`config.mk`:
```
export PLATFORM = sky130hd
export DESIGN_NAME = bank_busy_tracker
export DESIGN_NICKNAME = d
export VERILOG_FILES = /design/src/rtl/bt_pkg.sv /design/src/rtl/bt_bank_sel.sv /design/src/rtl/bt_bank_slot.sv /design/src/rtl/bt_rsv_resolve.sv /design/src/rtl/bank_busy_tracker.sv
export SDC_FILE = /design/constraint.sdc
export NUM_CORES = 1
export LEC_CHECK = 0
export BUFFER_PORTS_ARGS = -buffer_cell sky130_fd_sc_hd__buf_4
export CORE_MARGIN = 4
export CORE_UTILIZATION = 49
export CTS_CLUSTER_DIAMETER = 120
export DETAILED_ROUTE_END_ITERATION = 7
export HOLD_SLACK_MARGIN = 0.1
export PLACE_DENSITY = 0.89
export SYNTH_ARGS = -nofsm -noshare
export SYNTH_HDL_FRONTEND = slang
export SYNTH_HIERARCHICAL = 1
export SYNTH_SLANG_ARGS = --single-unit
```
`constraint.sdc`:
```
create_clock -name clk -period 1.4 [get_ports clk]
set_input_delay 0.07 -clock clk [delete_from_list [all_inputs] [get_ports clk]]
set_output_delay 0.07 -clock clk [all_outputs]
set_load 0.05 [all_outputs]
```
`src/rtl/bt_pkg.sv`:
```
package bt_pkg;
  // Outcome of one reservation port in one cycle.
  typedef enum logic [1:0] {
    RSV_NONE  = 2'd0,
    RSV_TAKE  = 2'd1,
    RSV_SHARE = 2'd2,
    RSV_CLASH = 2'd3
  } rsv_res_e;
endpackage

```
`src/rtl/bt_bank_sel.sv`:
```
module bt_bank_sel #(
  parameter int IDX_W     = 8,
  parameter int NUM_BANKS = 4,
  parameter int BANK_W    = 2
) (
  input  logic [IDX_W-1:0]  idx,
  output logic [BANK_W-1:0] bank
);
  // NUM_BANKS is a power of two, so this reduces to a slice of low bits;
  // with a single bank the remainder is always zero.
  always_comb bank = BANK_W'(idx % IDX_W'(NUM_BANKS));
endmodule

```
`src/rtl/bt_bank_slot.sv`:
```
module bt_bank_slot #(
  parameter int LATENCY = 3,
  parameter int CNT_W   = 2
) (
  input  logic clk,
  input  logic rst_n,
  input  logic load,
  output logic busy
);
  localparam logic [CNT_W-1:0] RELOAD = CNT_W'((LATENCY > 0) ? LATENCY - 1 : 0);

  logic [CNT_W-1:0] rem_q;
  logic [CNT_W-1:0] rem_d;
  logic             rem_en;

  // Remaining busy cycles after the current one.
  always_comb begin
    rem_en = load | (rem_q != '0);
    rem_d  = load ? RELOAD : (rem_q - 1'b1);
  end

  always_ff @(posedge clk or negedge rst_n) begin
    if (!rst_n) begin
      rem_q <= '0;
    end else if (rem_en) begin
      rem_q <= rem_d;
    end
  end

  assign busy = (rem_q != '0);
endmodule

```
`src/rtl/bt_rsv_resolve.sv`:
```
module bt_rsv_resolve
  import bt_pkg::*;
#(
  parameter int IDX_W     = 8,
  parameter int NUM_BANKS = 4,
  parameter int BANK_W    = 2,
  parameter int RSV_PORTS = 2,
  parameter bit LAT_ON    = 1'b1
) (
  input  logic [NUM_BANKS-1:0]       bank_busy,
  input  logic [RSV_PORTS-1:0]       rsv_vld,
  input  logic [RSV_PORTS*IDX_W-1:0] rsv_idx,
  output logic [NUM_BANKS-1:0]       bank_load,
  output logic                       clash
);
  logic [IDX_W-1:0]  port_idx  [RSV_PORTS];
  logic [BANK_W-1:0] port_bank [RSV_PORTS];
  rsv_res_e          port_res  [RSV_PORTS];

  for (genvar p = 0; p < RSV_PORTS; p++) begin : g_port
    assign port_idx[p] = rsv_idx[p*IDX_W +: IDX_W];
    bt_bank_sel #(
      .IDX_W    (IDX_W),
      .NUM_BANKS(NUM_BANKS),
      .BANK_W   (BANK_W)
    ) u_sel (
      .idx (port_idx[p]),
      .bank(port_bank[p])
    );
  end

  // Ports are judged in ascending order; each sees the claims of the
  // lower-numbered ports made in this same cycle.
  always_comb begin : resolve
    logic [NUM_BANKS-1:0] taken;
    logic [IDX_W-1:0]     owner [NUM_BANKS];
    taken = '0;
    for (int b = 0; b < NUM_BANKS; b++) owner[b] = '0;
    for (int p = 0; p < RSV_PORTS; p++) begin
      port_res[p] = RSV_NONE;
      if (LAT_ON && rsv_vld[p]) begin
        if (bank_busy[port_bank[p]]) begin
          port_res[p] = RSV_CLASH;
        end else if (taken[port_bank[p]]) begin
          port_res[p] = (owner[port_bank[p]] == port_idx[p]) ? RSV_SHARE : RSV_CLASH;
        end else begin
          port_res[p]             = RSV_TAKE;
          taken[port_bank[p]]     = 1'b1;
          owner[port_bank[p]]     = port_idx[p];
        end
      end
    end
    bank_load = taken;
  end

  always_comb begin
    clash = 1'b0;
    for (int p = 0; p < RSV_PORTS; p++) begin
      if (port_res[p] == RSV_CLASH) clash = 1'b1;
    end
  end
endmodule

```
`src/rtl/bank_busy_tracker.sv`:
```
module bank_busy_tracker #(
  parameter int NUM_BANKS = 4,
  parameter int LATENCY   = 3,
  parameter int IDX_W     = 8,
  parameter int RSV_PORTS = 2
) (
  input  logic                       clk,
  input  logic                       rst_n,
  input  logic [IDX_W-1:0]           qry_idx,
  output logic                       qry_free,
  input  logic [RSV_PORTS-1:0]       rsv_vld,
  input  logic [RSV_PORTS*IDX_W-1:0] rsv_idx,
  output logic                       err_sticky
);
  localparam int BANK_W = (NUM_BANKS > 1) ? $clog2(NUM_BANKS) : 1;
  localparam int CNT_W  = (LATENCY > 1) ? $clog2(LATENCY) : 1;
  localparam bit LAT_ON = (LATENCY > 0);

  // Reset: asserted asynchronously, released after two clean edges.
  logic [1:0] rst_pipe_q;
  logic       srst_n;

  always_ff @(posedge clk or negedge rst_n) begin
    if (!rst_n) begin
      rst_pipe_q <= '0;
    end else begin
      rst_pipe_q <= {rst_pipe_q[0], 1'b1};
    end
  end
  assign srst_n = rst_pipe_q[1];

  logic [NUM_BANKS-1:0] bank_busy;
  logic [NUM_BANKS-1:0] bank_load;
  logic                 clash;

  bt_rsv_resolve #(
    .IDX_W    (IDX_W),
    .NUM_BANKS(NUM_BANKS),
    .BANK_W   (BANK_W),
    .RSV_PORTS(RSV_PORTS),
    .LAT_ON   (LAT_ON)
  ) u_resolve (
    .bank_busy(bank_busy),
    .rsv_vld  (rsv_vld),
    .rsv_idx  (rsv_idx),
    .bank_load(bank_load),
    .clash    (clash)
  );

  for (genvar b = 0; b < NUM_BANKS; b++) begin : g_bank
    bt_bank_slot #(
      .LATENCY(LATENCY),
      .CNT_W  (CNT_W)
    ) u_slot (
      .clk  (clk),
      .rst_n(srst_n),
      .load (bank_load[b]),
      .busy (bank_busy[b])
    );
  end

  // Query path: combinational, reflects registered state only.
  logic [BANK_W-1:0] qry_bank;

  bt_bank_sel #(
    .IDX_W    (IDX_W),
    .NUM_BANKS(NUM_BANKS),
    .BANK_W   (BANK_W)
  ) u_qsel (
    .idx (qry_idx),
    .bank(qry_bank)
  );

  assign qry_free = ~(LAT_ON & bank_busy[qry_bank]);

  // Sticky clash flag.
  logic err_q;
  logic err_d;
  logic err_en;

  always_comb begin
    err_en = clash;
    err_d  = 1'b1;
  end

  always_ff @(posedge clk or negedge srst_n) begin
    if (!srst_n) begin
      err_q <= 1'b0;
    end else if (err_en) begin
      err_q <= err_d;
    end
  end

  assign err_sticky = err_q;
endmodule

```
==> summary.txt <==
Status: finished, violations left
Failing checks: setup timing
Clk Latency, worst-skew pair: 0.29 ns
Crit end category: flip-flop
Top-area cell type share of the netlist area: 27.9%
Asr flop ratio synth: 100%
Place WS: -0.928 ns
Commonest non-fill, non-tap cell in the layout: buf_4
Top_reg_cell synth: dfrtp_1
Critical-path cell list: inv_2 -> ha_4 -> inv_4 -> mux2i_4 -> a22o_4 -> and2_4 -> a211o_1 -> a2111oi_4 -> o21ai_1 -> or2_4
Die area: 2800 um2
Register area share after synthesis: 27.9%
Max-cap violations: 0
CTS max path bufs: 2
Antenna diodes: 0
Drt total wl: 4.40 mm
Nets: 205
Multi-input logic area: 774 um2
CP max stage delay: 0.39 ns
Die H: 52.9 um
Top cells by area, synth: dfrtp_1, inv_1, xor2_1, ha_1, buf_4
RSZ-0062 raised after global routing: true
Max Fclk: 0.431 GHz
Io pins: 30
Via count: 1,232
Crit Path Max Fanout: 4
CP arrival: 2.51 ns
First DRT Iteration DRCs: 48
Drc violations: 0
Slew Limit Fails: 0
Min Clock Period, post-route: 2.32 ns
Inserted Clock Buffers: 3
Most frequent cells in the layout: buf_4, dfrtp_1, inv_2, nand2_1, xor2_1
Post-synth cell types: 33
Fill cells: 70
Largest net degree at the start of global routing: 10
Max VDD drop: 1.73 mV
Non-Filler Instances: 197
Layout cells sized above 1: 60.5%
Setup-failing EPs final: 10
Avg WL per Cell: 22.4 um
DRT Pass-1 Iters: 4
Final hold vios: 0
GRT Total Usage: 27.0%
Post-Syn Area: 987 um2
TritonCTS Sinks: 11
DRT antenna net count: 0
Core ar.: 1820 um2
Metal2 WL: 2.10 mm
Crit start category: flip-flop
Slowest cell on the critical path: dfrtp_1
Seq. cell area: 275 um2
Placer Congestion: 0.908
#FFs+latches synth: 11
Clk slew on worst S/H paths: 0.09 ns
DP HPWL: 2.31 mm
Max layer used: met4
Post-synth EDFFs: 0
Std-Cell Rows: 15
Detail Route met3 WL: 433 um
Static Leak: 0.745 nW
Placed cells: 184
Post-synth top area cell: dfrtp_1
Synth Warn #: 6
Met1 wire length: 1.59 mm
Initial Util: 54.2%
Syn Nets: 147
Number of global-route vias before repair: 1,195
Vias per Instance: 6.25
Initial antenna violation count: 0
Die Width: 52.9 um
Design area: 1660 um2
Worst Skew: 0.0131 ns
Mapped Cells: 115
Area grow syn2layout: 68.3%
Data required, critical path: 1.59 ns
First-pass GRT wire length: 5.36 mm
PD cells: 1790 nW/um2
Post-Syn Area per Cell: 8.58 um2
Fin crit share: 166%
Hold WC Path Type: in2async
Layout Utilization: 91.3%
Port bufs: 23
DP Area: 1420 um2
H-tree Lvls: 1
CTS root buffer: clkbuf_4
Total grt overflow: 0
Setup slack after layout: -0.920 ns
CTS tree: built
Critical path class: reg2reg
## layout make-up
class | count | area share, %
repair buffers | 61 | 29.3
flip-flops and latches | 11 | 16.6
multi-input cells | 81 | 46.6
clock buffers | 4 | 1.58
well taps | 25 | 1.88
inverters | 15 | 4.07
## per-stage QoR
stage	hold slack (ns)	setup TNS (ns)	total power, mW
finish	0.129	-5.67	2.97
detailed placement	-0.147	-5.01	2.07
global placement	-0.148	-3.85	1.95
floorplan	-0.226	-3.02	1.49
global route	0.136	-6.10	3.10
CTS	0.108	-4.55	2.46
## metal layers
layer / track usage [%] / vias to the layer above
met5: 0 / -
met3: 5.63 / 40
met4: 10.2 / 0
met2: 48.8 / 106
li1: - / 503
met1: 30.7 / 583
## worst paths after layout
| path | from | depth (start not counted) | slack, ns | end |
|---|---|---|---|---|
| setup / recovery | g_bank[1].u_slot/rem_q[1] | 10 | -0.92 | err_sticky |
| hold / removal | rst_n | 2 | 0.13 | rst_pipe_q[0] |
| setup reg to reg | g_bank[1].u_slot/rem_q[1] | 10 | -0.92 | err_sticky |
| hold reg to reg | rst_pipe_q[1] | 0 | 0.15 | g_bank[3].u_slot/rem_q[0] |
| max in group asynchronous | rst_pipe_q[1] | 0 | 0.95 | g_bank[2].u_slot/rem_q[1] |
| min in group clk | rsv_vld[0] | 4 | 0.24 | err_sticky |
## critical path, delay by kind of cell (launching register included)
kind | cells | cell delay (ns)
buffers and inverters | 2 | 0.13
and+or+nand+nor | 2 | 0.40
muxes | 1 | 0.07
DFF | 1 | 0.39
AOI/OAI and AO/OA | 4 | 1.06
adders and majority gates | 1 | 0.17
## cell families (layout without fill, tap and decap cells)
group | Yosys count | after routing | share of synthesized area [%]
AOI/OAI and AO/OA | 23 | 23 | 17.2
and+or+nand+nor | 39 | 39 | 21.4
muxes | 4 | 4 | 6.59
DFF | 11 | 11 | 27.9
other | 1 | 1 | 0.380
xor gates and xnor gates | 10 | 10 | 8.87
buffers and inverters | 23 | 80 | 12.5
adders and majority gates | 4 | 4 | 5.07
## report_power, final
group	switching, mW	internal (mW)
sequential	0.100	0.453
clock	0.129	0.111
combinational	1.05	1.13
total	1.28	1.69
## cells in the mapped netlist, types with 3 or more instances
cell type   n
or2_2       5
dfrtp_1    11
buf_4       6
nand2_1     9
inv_1      15
or2b_1      4
nand3_1     5
a311oi_1    3
o31ai_1     4
nor2_1      6
a21oi_1     3
a21o_1      4
xor2_1      6
ha_1        4
nand2b_1    5
xnor2_1     4
## sequential cells by signal, summed over array words and instances (netlist names)
signal / flops
err_sticky: 1
g_bank.u_slot/rem_q: 8
rst_pipe_q: 2
## what timing repair did
| action | CTS | global route |
|---|---|---|
| pin swaps | 9 | 10 |
| hold buffers | 1 | 0 |
| buffers inserted | 3 | 5 |
| hold endpoints to repair | 2 | 0 |
| gates resized for setup | 13 | 17 |
| setup endpoints to repair | 10 | 10 |
No activity file was read; power rests on OpenSTA's default activity.
